$ cat src/rtl/cache2w_pkg.sv
package cache2w_pkg;
   localparam int C2W_WAYS = 2;

   typedef enum logic {
      ST_IDLE = 1'b0,
      ST_WAIT = 1'b1
   } c2w_state_e;

   function automatic bit c2w_is_pow2(input int v);
      return (v > 0) && ((v & (v - 1)) == 0);
   endfunction
endpackage

$ cat src/rtl/cache2w_way.sv
module cache2w_way #(
   parameter int SETS   = 2,
   parameter int IDX_W  = 1,
   parameter int TAG_W  = 5,
   parameter int DATA_W = 16
) (
   input  logic              clk,
   input  logic              rst_n,
   input  logic [IDX_W-1:0]  set_i,
   input  logic [TAG_W-1:0]  tag_i,
   input  logic              wr_en_i,
   input  logic [DATA_W-1:0] wr_data_i,
   output logic              hit_o,
   output logic              valid_o,
   output logic [DATA_W-1:0] data_o
);
   logic [SETS-1:0]   vld_q;
   logic [TAG_W-1:0]  tag_q  [SETS];
   logic [DATA_W-1:0] word_q [SETS];

   always_ff @(posedge clk) begin
      if (!rst_n) begin
         vld_q <= '0;
      end else if (wr_en_i) begin
         vld_q[set_i] <= 1'b1;
      end
   end

   always_ff @(posedge clk) begin
      if (wr_en_i) begin
         tag_q[set_i]  <= tag_i;
         word_q[set_i] <= wr_data_i;
      end
   end

   assign valid_o = vld_q[set_i];
   assign hit_o   = vld_q[set_i] && (tag_q[set_i] == tag_i);
   assign data_o  = word_q[set_i];
endmodule

$ cat src/rtl/cache2w_repl.sv
module cache2w_repl #(
   parameter int SETS  = 2,
   parameter int IDX_W = 1
) (
   input  logic             clk,
   input  logic             rst_n,
   input  logic [IDX_W-1:0] set_i,
   input  logic [1:0]       valid_i,
   input  logic             touch_i,
   input  logic             touch_way_i,
   output logic             victim_o
);
   logic [SETS-1:0] mru_q;

   always_ff @(posedge clk) begin
      if (!rst_n) begin
         mru_q <= '0;
      end else if (touch_i) begin
         mru_q[set_i] <= touch_way_i;
      end
   end

   always_comb begin
      if (!valid_i[0])      victim_o = 1'b0;
      else if (!valid_i[1]) victim_o = 1'b1;
      else                  victim_o = ~mru_q[set_i];
   end

   // once both entries are valid, the victim is never the entry touched on the previous cycle
   p_victim_not_mru_r7: assert property (@(posedge clk) disable iff (!rst_n)
      (touch_i && $stable(set_i)) |=> ((&valid_i) -> (victim_o != $past(touch_way_i))));
endmodule

$ cat src/rtl/cache2w_top.sv
module cache2w_top
   import cache2w_pkg::*;
#(
   parameter int ADDR_W = 6,
   parameter int DATA_W = 16,
   parameter int SETS   = 2
) (
   input  logic              clk,
   input  logic              rst_n,
   input  logic              req_valid,
   input  logic [ADDR_W-1:0] req_addr,
   output logic              req_ready,
   output logic              rsp_valid,
   output logic              rsp_hit,
   output logic [DATA_W-1:0] rsp_data,
   output logic              mem_rd,
   output logic [ADDR_W-1:0] mem_addr,
   input  logic              mem_ack,
   input  logic [DATA_W-1:0] mem_data
);
   localparam int SET_BITS = $clog2(SETS);
   localparam int IDX_W    = (SET_BITS == 0) ? 1 : SET_BITS;
   localparam int TAG_W    = ADDR_W - SET_BITS;

   if (!c2w_is_pow2(SETS)) begin : g_bad_sets
      $error("SETS must be a power of two");
   end
   if (TAG_W < 1) begin : g_bad_addr
      $error("ADDR_W must exceed log2(SETS)");
   end
   if (DATA_W < 1) begin : g_bad_data
      $error("DATA_W must be at least 1");
   end

   c2w_state_e        state_q;
   logic [ADDR_W-1:0] pend_q;
   logic              mem_rd_q, rsp_valid_q, rsp_hit_q;
   logic [DATA_W-1:0] rsp_data_q;

   logic [ADDR_W-1:0] lk_addr;
   logic [IDX_W-1:0]  lk_set;
   logic [TAG_W-1:0]  lk_tag;
   logic [1:0]        way_hit, way_vld, way_we;
   logic [DATA_W-1:0] way_data [C2W_WAYS];
   logic              accept, hit_any, fill, victim, touch, touch_way;
   logic [DATA_W-1:0] hit_data;

   assign lk_addr = (state_q == ST_IDLE) ? req_addr : pend_q;

   if (SETS == 1) begin : g_single_set
      assign lk_set = '0;
      assign lk_tag = lk_addr;
   end else begin : g_multi_set
      assign lk_set = lk_addr[SET_BITS-1:0];
      assign lk_tag = lk_addr[ADDR_W-1:SET_BITS];
   end

   assign accept  = req_valid && (state_q == ST_IDLE);
   assign hit_any = |way_hit;
   assign fill    = (state_q == ST_WAIT) && mem_ack;

   for (genvar w = 0; w < C2W_WAYS; w++) begin : g_way
      assign way_we[w] = fill && (victim == w[0]);
      cache2w_way #(
         .SETS(SETS), .IDX_W(IDX_W), .TAG_W(TAG_W), .DATA_W(DATA_W)
      ) u_way (
         .clk      (clk),
         .rst_n    (rst_n),
         .set_i    (lk_set),
         .tag_i    (lk_tag),
         .wr_en_i  (way_we[w]),
         .wr_data_i(mem_data),
         .hit_o    (way_hit[w]),
         .valid_o  (way_vld[w]),
         .data_o   (way_data[w])
      );
   end

   assign hit_data  = way_hit[1] ? way_data[1] : way_data[0];
   assign touch     = (accept && hit_any) || fill;
   assign touch_way = fill ? victim : way_hit[1];

   cache2w_repl #(.SETS(SETS), .IDX_W(IDX_W)) u_repl (
      .clk        (clk),
      .rst_n      (rst_n),
      .set_i      (lk_set),
      .valid_i    (way_vld),
      .touch_i    (touch),
      .touch_way_i(touch_way),
      .victim_o   (victim)
   );

   always_ff @(posedge clk) begin
      if (!rst_n) begin
         state_q     <= ST_IDLE;
         pend_q      <= '0;
         mem_rd_q    <= 1'b0;
         rsp_valid_q <= 1'b0;
         rsp_hit_q   <= 1'b0;
         rsp_data_q  <= '0;
      end else begin
         mem_rd_q    <= 1'b0;
         rsp_valid_q <= 1'b0;
         unique case (state_q)
            ST_IDLE: if (accept) begin
               if (hit_any) begin
                  rsp_valid_q <= 1'b1;
                  rsp_hit_q   <= 1'b1;
                  rsp_data_q  <= hit_data;
               end else begin
                  pend_q   <= req_addr;
                  mem_rd_q <= 1'b1;
                  state_q  <= ST_WAIT;
               end
            end
            ST_WAIT: if (mem_ack) begin
               rsp_valid_q <= 1'b1;
               rsp_hit_q   <= 1'b0;
               rsp_data_q  <= mem_data;
               state_q     <= ST_IDLE;
            end
            default: state_q <= ST_IDLE;
         endcase
      end
   end

   assign req_ready = (state_q == ST_IDLE);
   assign rsp_valid = rsp_valid_q;
   assign rsp_hit   = rsp_hit_q;
   assign rsp_data  = rsp_data_q;
   assign mem_rd    = mem_rd_q;
   assign mem_addr  = pend_q;

   // one tag is never resident twice in a set
   p_single_hit_r2: assert property (@(posedge clk) disable iff (!rst_n)
      $onehot0(way_hit));
   // a hit answers on the next cycle
   p_hit_resp_r3: assert property (@(posedge clk) disable iff (!rst_n)
      (accept && hit_any) |=> (rsp_valid && rsp_hit));
   // a miss issues a read and no response on the next cycle
   p_miss_read_r4: assert property (@(posedge clk) disable iff (!rst_n)
      (accept && !hit_any) |=> (mem_rd && !rsp_valid && !req_ready));
   // the read command lasts a single cycle
   p_rd_pulse_r4: assert property (@(posedge clk) disable iff (!rst_n)
      mem_rd |=> !mem_rd);
   // memory answers only while a miss is outstanding
   p_ack_waiting_r4: assert property (@(posedge clk) disable iff (!rst_n)
      mem_ack |-> (state_q == ST_WAIT));
   // a fill into a set with an empty entry 0 uses entry 0
   p_fill_invalid_r6: assert property (@(posedge clk) disable iff (!rst_n)
      (fill && !way_vld[0]) |-> way_we[0]);
   // nothing is accepted while a miss is outstanding
   p_busy_no_resp_r8: assert property (@(posedge clk) disable iff (!rst_n)
      ((state_q == ST_WAIT) && !mem_ack) |=> !rsp_valid);
endmodule

$ cat config.mk
export PLATFORM = sky130hd
export DESIGN_NAME = cache2w_top
export DESIGN_NICKNAME = d
export VERILOG_FILES = /design/src/rtl/cache2w_pkg.sv /design/src/rtl/cache2w_way.sv /design/src/rtl/cache2w_repl.sv /design/src/rtl/cache2w_top.sv
export SDC_FILE = /design/constraint.sdc
export NUM_CORES = 1
export LEC_CHECK = 0
export ABC_AREA = 1
export BUFFER_PORTS_ARGS = -buffer_cell sky130_fd_sc_hd__buf_2
export CORE_MARGIN = 4
export CORE_UTILIZATION = 25
export CTS_CLUSTER_SIZE = 10
export DETAILED_ROUTE_END_ITERATION = 16
export PLACE_DENSITY_LB_ADDON = 0.15
export SYNTH_ARGS = -nofsm -noshare
export SYNTH_HDL_FRONTEND = slang
export SYNTH_SLANG_ARGS = --single-unit
$ cat constraint.sdc
create_clock -name clk -period 8.4 [get_ports clk]
set_input_delay 1.68 -clock clk [delete_from_list [all_inputs] [get_ports clk]]
set_output_delay 1.68 -clock clk [all_outputs]
set_load 0.02 [all_outputs]
# Word level (Yosys, flattened, before mapping)
# Memory sizes are Yosys's and may differ from the RTL's.
# Cells that the tools add are included.
# totals
romBits	0
latchBits	0
word_cells	74
input_bits	26
n_memories	4
ram_bits	84
output_inout_bits	26
register_bits	32
# op_classes
add_sub_neg	0
div	0
shift	0
reduce_logical	13
magnitude_cmp	2
mul	0
n_mux	34
bitwise_logic	7
eq_ne	5
# memory_table
name	depth	width	rd	rd_clocked_by_memory_dff	wr	line_no	text
g_way[0].u_way.word_q	2	16	1	0	1	cache2w_way.sv:19	logic [DATA_W-1:0] word_q [SETS];
g_way[1].u_way.word_q	2	16	1	0	1	cache2w_way.sv:19	
g_way[0].u_way.tag_q	2	5	1	0	1	cache2w_way.sv:18	logic [TAG_W-1:0] tag_q [SETS];
g_way[1].u_way.tag_q	2	5	1	0	1	cache2w_way.sv:18	
# op_table
operator	count
16-bit two-way mux	4
16-bit case mux with 2 select lines	1
1-bit two-way mux	23
5-bit equality test	2
1-bit logical AND	8
6-bit two-way mux	1
1-bit case mux with 2 select lines	3
3-bit AND reduction	2
1-bit inverter	5
2-bit by 1-bit != test with 1-bit output, second input constant	2
2-bit OR	2
2-bit OR reduction	2
2-bit bitwise mux	1
1-bit by 2-bit less-than comparator with 1-bit output, second input constant	1
2-bit != test, second input constant	1
1-bit demux with 1-bit select	1
1-bit >= comparator, second input constant	1
1-bit logical OR	1

# Longest topological paths before layout
# Gate-level depths: netlist (run 1).
# logic_depth
depth_word	10
depth_mapped	16
depth_no_buf	15

# Hierarchy
# A second synthesis (run 1) with hierarchy kept.
# unflattened
cells_unflattened	614
hier_area_um2	5424.0
# modules_own_cells
mod	cells_per_inst	instances	seq_area_each_um2	area_each_um2
cache2w_way	151	2	1301.2	1776.7
cache2w_top	296	1	520.5	1765.4
cache2w_repl	16	1	40.0	105.1

# Least setup slack after synthesis (run 1)
# OpenSTA, ideal clock, no wires.
# synth_path
path_kind	input port to flip-flop
from	input port req_addr[0]
to	memory g_way[0].u_way.tag_q[0][0], enable pin
t_arrival_ns	3.451
path_stages	10
path_buffers	2
setup_slack_ns	4.549
setup_ns	0.400
cell_sequence	nand2_4 nand2_4 buf_4 buf_4 nand2_1 nand2_1 nand2_1 a21oi_1 inv_1 nor2_1
# synth_between
elab_chain_len	10
elab_cells_between_ends	14
# synth_rtl
element	line_no	text
from (decl)	cache2w_top.sv:11	input logic [ADDR_W-1:0] req_addr,
6-bit two-way mux *	cache2w_top.sv:48	assign lk_addr = (state_q == ST_IDLE) ? req_addr : pend_q;
1-bit two-way mux (implied by the code) (2 in series)	cache2w_repl.sv:26	else victim_o = ~mru_q[set_i];
1-bit inverter	cache2w_repl.sv:26	
1-bit two-way mux	cache2w_repl.sv:25	else if (!valid_i[1]) victim_o = 1'b1;
1-bit two-way mux	cache2w_repl.sv:24	if (!valid_i[0]) victim_o = 1'b0;
1-bit inverter	cache2w_top.sv:63	assign way_we[w] = fill && (victim == w[0]);
1-bit logical AND	cache2w_top.sv:63	
1-bit two-way mux	cache2w_way.sv:30	if (wr_en_i) begin
1-bit two-way mux (implied by the code)	cache2w_way.sv:31	tag_q[set_i] <= tag_i;
to (decl)	cache2w_way.sv:18	
# Mark *: on every way between the ends. The rest lies on a longest branch, timed or not. The select of a mux whose other input is x is not followed.

# Worst setup path in the final report (run 1)
# layout_path
from	input port req_addr[0]
to	register rsp_data_q[14] (netlist: rsp_data[14])
# layout_between
elab_chain_len	8
elab_cells_between_ends	20
# layout_rtl
element	line_no	text
6-bit two-way mux *	cache2w_top.sv:48	
memory read 2 x 5 bit or 1-bit two-way mux (tied branches)	n/a	
5-bit equality test or 1-bit two-way mux (tied branches)	cache2w_way.sv:37	assign hit_o = vld_q[set_i] && (tag_q[set_i] == tag_i);
1-bit logical AND	cache2w_way.sv:37	
16-bit two-way mux	cache2w_top.sv:79	assign hit_data = way_hit[1] ? way_data[1] : way_data[0];
16-bit two-way mux	cache2w_top.sv:106	if (hit_any) begin
16-bit two-way mux	cache2w_top.sv:105	ST_IDLE: if (accept) begin
16-bit case mux with 2 select lines	cache2w_top.sv:104	unique case (state_q)
to (signal assigned)	cache2w_top.sv:109	rsp_data_q <= hit_data;
to (signal assigned)	cache2w_top.sv:119	rsp_data_q <= mem_data;
to (decl)	cache2w_top.sv:38	logic [DATA_W-1:0] rsp_data_q;
# Marked as above.
# A chain may end at the register's enable or synchronous reset.

==> impl_metrics.csv, run 1 <==
group,metric,value,unit
cells_and_area,drive_gt1_share,17.2,%
routing,antenna_left,0,
cells_and_area,synthToLayoutAreaGrowth,22.0,%
floorplan,die_w,149,um
yosys,synth-simple-area-share,23.1,%
clocking,htreeDepth,4,
setup_path,worstPathArrival,4.73,ns
setup_path,critical_path_peak_fanout,35,
yosys,synth.ff_latch_count,116,
sta,worstMarginPinSlew,0.983,ns
global_route,grt_antenna_before_repair,0,
place,post_dp_cell_area,0.00547,mm^2
sta,whs,0.445,ns
sta,fin_tns_setup,0,ns
power_and_ir_drop,power_density,238,mW/mm^2
global_route,grt_max_degree,55,
sta,fmax,228,MHz
yosys,ys_warn_count,0,
sta,rsz0062_at_grt,"no",
cells_and_area,final_cell_mix,"219 x nand2_1, 84 x edfxtp_1, 51 x buf_2, 37 x nand3_1, 32 x dfxtp_1",
yosys,synth.avg_cell_area,9.69,um^2
place,gp_congestion,0.763,
cells_and_area,final_common_cell,"nand2_1",
setup_path,crit_path_end_kind,"register",
cells_and_area,design_area,0.00604,mm^2
setup_path,worstSetupPathType,"input pin to register",
global_route,grt_pass1_vias,3627,
routing,wl_per_cell,14.1,um
global_route,grt_pass1_wl,19.2,mm
setup_path,cpPeakStageDelay,0.75,ns
routing,num_vias,3511,
clocking,ctsHoldBuffers,0,
clocking,root_buffer,"clkbuf_16",
clocking,clockBufferDepth,2,
sta,skew,0.0108,ns
clocking,clkLatencyLatePin,0.41,ns
setup_path,r2r_cells,14,
worst_hold_path,hold_depth,2,
yosys,synth_adder_area_share,0,%
yosys,ys_types,26,
power_and_ir_drop,cellLeakagePower,2.56,nW
routing,drt_iter0_markers,172,
sta,timing.final.crit_share,52.2,%
worst_hold_path,holdCritStartpoint,"rsp_data[4]$_SDFFE_PN0P_",
floorplan,dieArea,0.0221,mm^2
sta,setup_viol,0,
floorplan,dieHeight,149,um
setup_path,r2r_slack,4.31,ns
cells_and_area,num-fill-cells,2029,
worst_hold_path,whs_endpoint,"rsp_data[4]$_SDFFE_PN0P_",
cells_and_area,nNetsFinal,589,
clocking,post_cts_resized,0,
clocking,cts.sinks,116,
clocking,cts_buffers,17,
sta,finalHoldViolations,0,
setup_path,start_kind,"input pin",
place,portBuffers,51,
power_and_ir_drop,ir_worst_vdd,0.124,mV
routing,drc_errors,0,
cells_and_area,antennaDiodeCount,0,
sta,relSlewSlack,34.3,%
setup_path,r2r-end,"rsp_data[14]$_SDFFE_PN0P_",
yosys,synth_mux_area_share,3.24,%
setup_path,cp_top_family,"simple AND/OR/NAND/NOR gates",
setup_path,cpMaxStageDelayCell,"nand2_1",
status,run_status,"completed",
floorplan,rows,51,
clocking,cts_setup_buffers,0,
setup_path,worst-path-buf-inv,2,
run,cap_viol_max_count,0,
clocking,tritoncts,"yes",
yosys,synthesis.area,0.00495,mm^2
yosys,synth_top_family_by_area,"simple AND/OR/NAND/NOR gates",
yosys,syn_inst,511,
yosys,synth_compound_area_share,5.26,%
yosys,ys_seq_area_share,63.9,%
yosys,syn-num-nets,537,
routing,drt-pass1-iter-count,4,
global_route,overflow,0,
sta,min_period,4.38,ns
floorplan,ioPinCount,52,
clocking,path_clk_slew,0.05,ns
setup_path,required,8.75,ns
place,hpwl,7.39,mm
global_route,grt_use_total,11.4,%
yosys,yosys.area_share.xor_xnor,0,%
setup_path,crit_chain,"buf_2 > inv_1 > nand2_1 > nand2_1 > nand2_1 > nand2_1 > nand2_1 > nor2_1 > nand3_2 > nand2_1 > nand2_2 > a21oi_4 > nand2_1 > nand2_1",
sta,drv_slew,0,
floorplan,start_util,25.4,%
routing,viasPerCell,4.17,
floorplan,core,0.0195,mm^2
setup_path,crit_top_cell,"nand2_1",
routing,wl,11.9,mm
worst_hold_path,hold_path_class,"register to register",
setup_path,regToRegStartpoint,"state_q$_SDFF_PN0_",
-- routing by layer --
metal | track usage, % | up-vias | routed length, um
met2 | 17.7 | 76 | 5350
met1 | 15.1 | 1628 | 5750
li1 | - | 1797 | -
met5 | 0 | - | 0
met4 | 3.74 | 0 | 90
met3 | 3.81 | 10 | 675
-- tightest hold or removal path: cells and delay by family (launching register included) --
kind | cells | cell delay (ns)
flip-flops | 1 | 0.32
AND/OR/NAND/NOR | 2 | 0.10
-- through the flow --
stage,util [%],total power [mW],cells,setup slack [ns]
floorplan,-,0.730,511,4.55
global placement,28.1,0.773,809,3.58
detailed placement,28.1,0.774,809,3.49
CTS,31.0,1.46,841,3.90
global route,31.0,1.50,841,3.50
finish,31.0,1.44,841,4.02
-- worst max path at each step --
stage,endpoint,start,slack (ns),cells after the start
after floorplan,g_way[0].u_way.tag_q[0][0]$_DFFE_PP_,req_addr[0],4.55,10
after global placement,rsp_data[12]$_SDFFE_PN0P_,req_addr[0],3.58,14
after detailed placement,rsp_data[12]$_SDFFE_PN0P_,req_addr[0],3.49,14
after CTS,rsp_data[12]$_SDFFE_PN0P_,req_addr[0],3.90,14
after global routing,rsp_data[14]$_SDFFE_PN0P_,req_addr[0],3.50,14
final,rsp_data[14]$_SDFFE_PN0P_,req_addr[0],4.02,14
-- final cells by class --
| type | instances | area (um^2) | area share, % |
|---|---|---|---|
| clock buffer | 21 | 460 | 7.63 |
| inverter | 31 | 116 | 1.93 |
| clock inverter | 11 | 105 | 1.74 |
| multi-input combinational | 343 | 1580 | 26.2 |
| sequential | 116 | 3160 | 52.4 |
| tap | 265 | 332 | 5.49 |
| timing repair buffer | 54 | 278 | 4.60 |
-- flip-flops by register name, summed over array words and instances (netlist names) --
name	cells
rsp_data	16
rsp_hit	1
u_repl.mru_q	2
g_way.u_way.vld_q	4
g_way.u_way.word_q	64
rsp_valid	1
mem_addr	6
state_q	1
g_way.u_way.tag_q	20
mem_rd	1
-- where the power goes --
part / switching (mW) / internal (mW)
clock network: 0.258 / 0.421
logic: 0.0868 / 0.0375
registers: 0.00498 / 0.629
total: 0.350 / 1.09
-- kinds of logic (layout without fill, tap and decap cells) --
| logic type | Yosys count | after routing |
|---|---|---|
| buffers and inverters | 52 | 117 |
| DFF | 116 | 116 |
| AOI/OAI and AO/OA | 47 | 47 |
| muxes | 16 | 16 |
| and+or+nand+nor | 280 | 280 |
-- cells in the mapped netlist --
master / instances / area, um^2
nand2_1: 219 / 822
edfxtp_1: 84 / 2520
nand3_1: 37 / 185
dfxtp_1: 32 / 641
inv_1: 30 / 113
o21ai_0: 27 / 135
mux2i_1: 16 / 160
nor2_1: 14 / 52.6
a21oi_1: 13 / 65.1
clkbuf_1: 9 / 33.8
buf_2: 5 / 25.0
buf_4: 4 / 30.0
o21a_1: 4 / 30.0
nand2_2: 3 / 18.8
buf_1: 2 / 7.51
nand2_4: 2 / 22.5
a21oi_4: 1 / 16.3
buf_6: 1 / 11.3
inv_2: 1 / 3.75
nand3_2: 1 / 10.0
nand3b_1: 1 / 7.51
nand4_1: 1 / 6.26
nor2_4: 1 / 11.3
o21ai_1: 1 / 5.00
o21ai_2: 1 / 8.76
or2_2: 1 / 6.26
(Power assumes the default switching activity.)
==> run 2: changes to the inputs <==
- clock period: 8.4 -> 3.8 ns (I/O delays scaled with it)
==> run 2 against run 1 <==
Effect of this change:
- critical path depth down 3
- die area unchanged
- cell count grew 1.5%
- register-to-register slack got worse by 3.4 ns
- first-iteration DRC count down 4.7%
- non-clock buffer count rose by 13
- final area rose by 1.9%
- sequential power grew 120%
- routed wire length up 5.4%
- critical path type is now register to register
- largest cell class unchanged
- highest routed layer unchanged
==> impl_metrics.csv, run 2 (same netlist as run 1, synthesis figures left out) <==
group,metric,value,unit
sta,skew,0.0133,ns
place,portBuffers,51,
setup_path,required,4.08,ns
floorplan,ioPinCount,52,
sta,drv_slew,0,
global_route,grt_pass1_vias,3640,
sta,worstMarginPinSlew,0.500,ns
sta,rsz0062_at_grt,"no",
clocking,cts_buffers,17,
cells_and_area,drive_gt1_share,18.8,%
global_route,grt_pass1_wl,20.1,mm
setup_path,start_kind,"register",
setup_path,worstSetupPathType,"register to register",
setup_path,worst-path-buf-inv,2,
setup_path,worstPathArrival,3.14,ns
routing,viasPerCell,4.24,
worst_hold_path,whs_endpoint,"rsp_data[14]$_SDFFE_PN0P_",
setup_path,r2r_cells,11,
global_route,overflow,0,
sta,timing.final.crit_share,75.4,%
clocking,clkLatencyLatePin,0.42,ns
place,post_dp_cell_area,0.00558,mm^2
routing,drc_errors,0,
worst_hold_path,hold_path_class,"register to register",
cells_and_area,largest_register_ffs,64,
place,hpwl,8.27,mm
setup_path,crit_path_end_kind,"register",
cells_and_area,nNetsFinal,602,
setup_path,regToRegStartpoint,"state_q$_SDFF_PN0_",
floorplan,dieHeight,149,um
clocking,cts.sinks,116,
place,gp_congestion,0.780,
global_route,grt_antenna_before_repair,0,
floorplan,core,0.0195,mm^2
clocking,post_cts_resized,0,
cells_and_area,synthToLayoutAreaGrowth,24.3,%
status,run_status,"completed",
sta,min_period,2.86,ns
sta,relSlewSlack,66.6,%
cells_and_area,design_area,0.00615,mm^2
routing,wl_per_cell,14.6,um
clocking,tritoncts,"yes",
clocking,clockBufferDepth,2,
routing,wl,12.5,mm
global_route,grt_max_degree,27,
power_and_ir_drop,cellLeakagePower,2.64,nW
sta,setup_viol,0,
setup_path,crit_top_cell,"nand2_1",
cells_and_area,top_register,"g_way.u_way.word_q",
sta,finalHoldViolations,0,
routing,antenna_left,0,
power_and_ir_drop,power_density,525,mW/mm^2
floorplan,die_w,149,um
floorplan,dieArea,0.0221,mm^2
place,dpl.cell_count,822,
clocking,htreeDepth,4,
worst_hold_path,hold_depth,2,
floorplan,start_util,25.4,%
setup_path,cpMaxStageDelayCell,"dfxtp_1",
clocking,root_buffer,"clkbuf_16",
routing,num_vias,3619,
power_and_ir_drop,ir_worst_vdd,0.320,mV
clocking,ctsHoldBuffers,0,
cells_and_area,final_common_cell,"nand2_1",
clocking,path_clk_slew,0.05,ns
routing,drt_iter0_markers,164,
setup_path,critical_path_peak_fanout,26,
cells_and_area,layout.cells.non_filler,854,
sta,fmax,349,MHz
setup_path,cpPeakStageDelay,0.47,ns
cells_and_area,final_util,31.6,%
clocking,cts_setup_buffers,0,
cells_and_area,antennaDiodeCount,0,
setup_path,cp_top_family,"simple AND/OR/NAND/NOR gates",
setup_path,crit_chain,"buf_4 > nand2_1 > nand2_1 > nand3_1 > nand2_1 > nor2_1 > nand3_2 > buf_4 > nand3_1 > o21ai_0 > a21oi_1",
floorplan,rows,51,
sta,fin_tns_setup,0,ns
routing,drt-pass1-iter-count,4,
worst_hold_path,holdCritStartpoint,"rsp_data[14]$_SDFFE_PN0P_",
global_route,grt_use_total,11.9,%
setup_path,r2r-end,"mem_addr[2]$_SDFFE_PN0P_",
sta,whs,0.447,ns
setup_path,r2r_slack,0.94,ns
run,cap_viol_max_count,0,
cells_and_area,final_cell_mix,"219 x nand2_1, 84 x edfxtp_1, 51 x buf_2, 37 x nand3_1, 32 x dfxtp_1",
[run 2: cell types whose count changed in the layout (fill, tap and decap cells not counted), sizes merged]
cell      before  now
bufinv         1    2
clkinv         3    5
inv           31   32
clkinvlp       7    5
buf           54   67
clkbuf        21   19
[run 2: area by class of cell]
cell class,instances,area [um^2]
clock buffers,19,433
inverters,31,116
multi-input cells,343,1570
clock inverters,13,134
well taps,265,332
flip-flops and latches,116,3160
fillers,2039,13300
repair buffers,67,400
[run 2: worst max path at each step]
stage	start	to	slack [ns]	cells after the start
global placement	req_addr[0]	mem_addr[0]$_SDFFE_PN0P_	0.72	14
floorplan	req_addr[0]	g_way[0].u_way.tag_q[0][0]$_DFFE_PP_	0.87	10
global route	state_q$_SDFF_PN0_	mem_addr[4]$_SDFFE_PN0P_	0.61	11
CTS	state_q$_SDFF_PN0_	mem_addr[2]$_SDFFE_PN0P_	0.86	11
finish	state_q$_SDFF_PN0_	mem_addr[2]$_SDFFE_PN0P_	0.94	11
detailed placement	req_addr[0]	mem_addr[4]$_SDFFE_PN0P_	0.64	14
[run 2: layer usage]
layer	part of all wire, %	track usage [%]	wire length (um)
met5	0	0	0
met4	1.6	4.57	206
met3	3.7	3.47	468
met2	45	18.3	5650
met1	49	16.0	6180
[run 2: power by group]
group,leakage [nW],internal [mW],switching [mW],total (mW)
clock,0.263,0.959,0.579,1.54
sequential,1.02,1.39,0.0134,1.40
combinational,1.36,0.0925,0.195,0.288
[run 2: metrics by stage]
| step | setup WS (ns) | power (mW) |
|---|---|---|
| global placement | 0.716 | 1.72 |
| global route | 0.605 | 3.37 |
| floorplan | 0.869 | 1.61 |
| CTS | 0.864 | 3.28 |
| finish | 0.936 | 3.23 |
| detailed placement | 0.642 | 1.72 |
[run 2: worst min-delay path, cell delays in order (launching register included)]
cell     delay (ns)
dfxtp_1        0.30
nand2_1        0.06
nand2_1        0.04
==> run 3: changes to the inputs <==
- clock period: 3.8 -> 2.7 ns (I/O delays scaled with it)
==> run 3 against run 2 <==
Effect of this change:
- cell count grew 0.59%
- clock skew shrank 0.0058 ns
- maximum frequency grew 17%
- count of clock-buffer cells in the layout grew 2
- worst setup slack lost 0.69 ns
- final area grew 1.4%
- total power grew 42%
- critical endpoint is now rsp_data[11]$_SDFFE_PN0P_
- largest cell class unchanged
==> impl_metrics.csv, run 3 (same netlist as run 1, synthesis figures left out) <==
group,metric,value,unit
global_route,grt_pass1_vias,3666,
clocking,cts.sinks,116,
routing,drt_iter0_markers,181,
global_route,grtUsageMet2,18.2,%
sta,drv_slew,0,
power_and_ir_drop,p_clk_share,48.0,%
setup_path,required,3.06,ns
cells_and_area,antennaDiodeCount,0,
cells_and_area,final_common_cell,"nand2_1",
routing,antenna_left,0,
floorplan,rows,51,
clocking,tritoncts,"yes",
global_route,overflow,0,
power_and_ir_drop,p_seq_share,43.0,%
floorplan,dieArea,0.0221,mm^2
clocking,clockBufferDepth,2,
clocking,path_clk_slew,0.06,ns
status,run_status,"completed",
floorplan,ioPinCount,52,
power_and_ir_drop,ir_worst_vdd,0.419,mV
global_route,grt_max_degree,27,
sta,min_period,2.46,ns
setup_path,cp_top_family,"simple AND/OR/NAND/NOR gates",
global_route,top_usage_layer,"met2",
routing,viasPerCell,4.22,
power_and_ir_drop,netSwitchingFraction,23.2,%
run,cap_viol_max_count,0,
sta,relSlewSlack,66.4,%
global_route,met1_usage,16.6,%
global_route,grt_use_total,12.1,%
setup_path,worst-path-buf-inv,2,
power_and_ir_drop,power_density,737,mW/mm^2
power_and_ir_drop,p_int,3.53,mW
sta,fmax,407,MHz
setup_path,critical_path_peak_fanout,16,
place,portBuffers,51,
floorplan,start_util,25.4,%
global_route,grt_pass1_wl,20.2,mm
sta,setup_viol,0,
floorplan,die_w,149,um
setup_path,cpPeakStageDelay,0.42,ns
sta,finalHoldViolations,0,
sta,skew,0.00749,ns
clocking,clkLatencyLatePin,0.42,ns
clocking,root_buffer,"clkbuf_16",
setup_path,crit_top_cell,"nand2_1",
sta,rsz0062_at_grt,"yes",
setup_path,worstPathArrival,2.81,ns
place,hpwl,8.33,mm
cells_and_area,synthToLayoutAreaGrowth,26.0,%
routing,wl_per_cell,14.6,um
global_route,grt_antenna_before_repair,0,
sta,worstMarginPinSlew,0.502,ns
power_and_ir_drop,pwr-share-comb,9.0,%
worst_hold_path,hold_path_class,"input pin to register",
routing,num_vias,3627,
routing,drt-pass1-iter-count,4,
setup_path,start_kind,"register",
power_and_ir_drop,cellLeakagePower,2.69,nW
cells_and_area,drive_gt1_share,19.4,%
sta,timing.final.crit_share,91.0,%
cells_and_area,top_register,"g_way.u_way.word_q",
routing,drc_errors,0,
place,gp_congestion,0.786,
setup_path,worstSetupPathType,"register to register",
cells_and_area,nNetsFinal,607,
clocking,cts_buffers,17,
floorplan,dieHeight,149,um
floorplan,core,0.0195,mm^2
setup_path,crit_chain,"buf_4 > buf_4 > nand2_1 > o21ai_0 > nand3_1 > nand2_1 > nor2_1 > nand3_1 > nand2_1 > nand2_2 > nand2_2 > nor2_4 > nand2_1 > nand2_1",
clocking,ctsHoldBuffers,0,
setup_path,cpMaxStageDelayCell,"nor2_4",
cells_and_area,largest_register_ffs,64,
place,post_dp_cell_area,0.00565,mm^2
power_and_ir_drop,p_switching,1.06,mW
global_route,grt_use_met3,3.53,%
clocking,htreeDepth,4,
sta,whs,0.356,ns
cells_and_area,num-fill-cells,2013,
routing,wl,12.5,mm
setup_path,crit_path_end_kind,"register",
cells_and_area,design_area,0.00624,mm^2
cells_and_area,final_cell_mix,"219 x nand2_1, 84 x edfxtp_1, 51 x buf_2, 36 x nand3_1, 32 x dfxtp_1",
-- run 3: changes by cell type in the layout (fill, tap and decap cells not counted), moves of 2 or more --
| cell | previous run | this run |
|---|---|---|
| buf_12 | 2 | 4 |
| buf_6 | 0 | 2 |
| clkbuf_1 | 2 | 4 |
| clkinvlp_4 | 5 | 3 |
| o21ai_0 | 27 | 25 |
| o21ai_1 | 1 | 3 |
-- run 3: stage by stage --
stage | utilization (%) | cells | setup TNS [ns] | worst slack (ns) | power [mW]
2_1_floorplan | - | 511 | -1.72 | -0.0410 | 2.27
3_3_place_gp | 29.0 | 827 | 0 | 0.102 | 2.43
3_5_place_dp | 29.0 | 827 | 0 | 0.0919 | 2.43
4_1_cts | 32.0 | 859 | 0 | 0.126 | 4.66
5_1_grt | 32.0 | 859 | -0.00451 | -0.00451 | 4.81
6_report | 32.0 | 859 | 0 | 0.244 | 4.59
-- run 3: worst paths after layout --
kind / start / endpoint / slack, ns / depth (start not counted)
worst max-delay path: state_q$_SDFF_PN0_ / rsp_data[11]$_SDFFE_PN0P_ / 0.24 / 14
worst min-delay path: mem_data[2] / g_way[0].u_way.word_q[0][2]$_DFFE_PP_ / 0.36 / 1
worst max register to register: state_q$_SDFF_PN0_ / rsp_data[11]$_SDFFE_PN0P_ / 0.24 / 14
worst min register to register: rsp_data[0]$_SDFFE_PN0P_ / rsp_data[0]$_SDFFE_PN0P_ / 0.45 / 2
-- run 3: final cells by class --
cell class,count,area [um^2],share of cell area [%]
inverter,31,116,1.87
timing repair buffer,72,470,7.54
clock inverter,11,136,2.19
tap,265,332,5.32
multi-input combinational,343,1580,25.3
sequential,116,3160,50.7
clock buffer,21,440,7.06
-- run 3: repair_timing --
item / 4_1_cts / 5_1_grt
buffers inserted: 0 / 0
resized for setup: 0 / 5
setup endpoints to repair: 0 / 22
-- run 3: layer usage --
layer  part of all wire (%)  wire length [um]  up-vias
li1                       -                 -     1838
met1                     50              6220     1692
met2                     44              5500       79
met3                    4.8               605       18
met4                    1.6               196        0
met5                      0                 0        -
-- run 3: power by group through the flow --
| stage | Sequential, mW | Clock, mW | Combinational [mW] |
|---|---|---|---|
| 3_3_place_gp | 2.01 | 0 | 0.417 |
| 6_report | 1.97 | 2.21 | 0.413 |
| 4_1_cts | 1.97 | 2.27 | 0.420 |
| 2_1_floorplan | 2.03 | 0 | 0.241 |
| 3_5_place_dp | 2.01 | 0 | 0.419 |
| 5_1_grt | 1.98 | 2.36 | 0.471 |
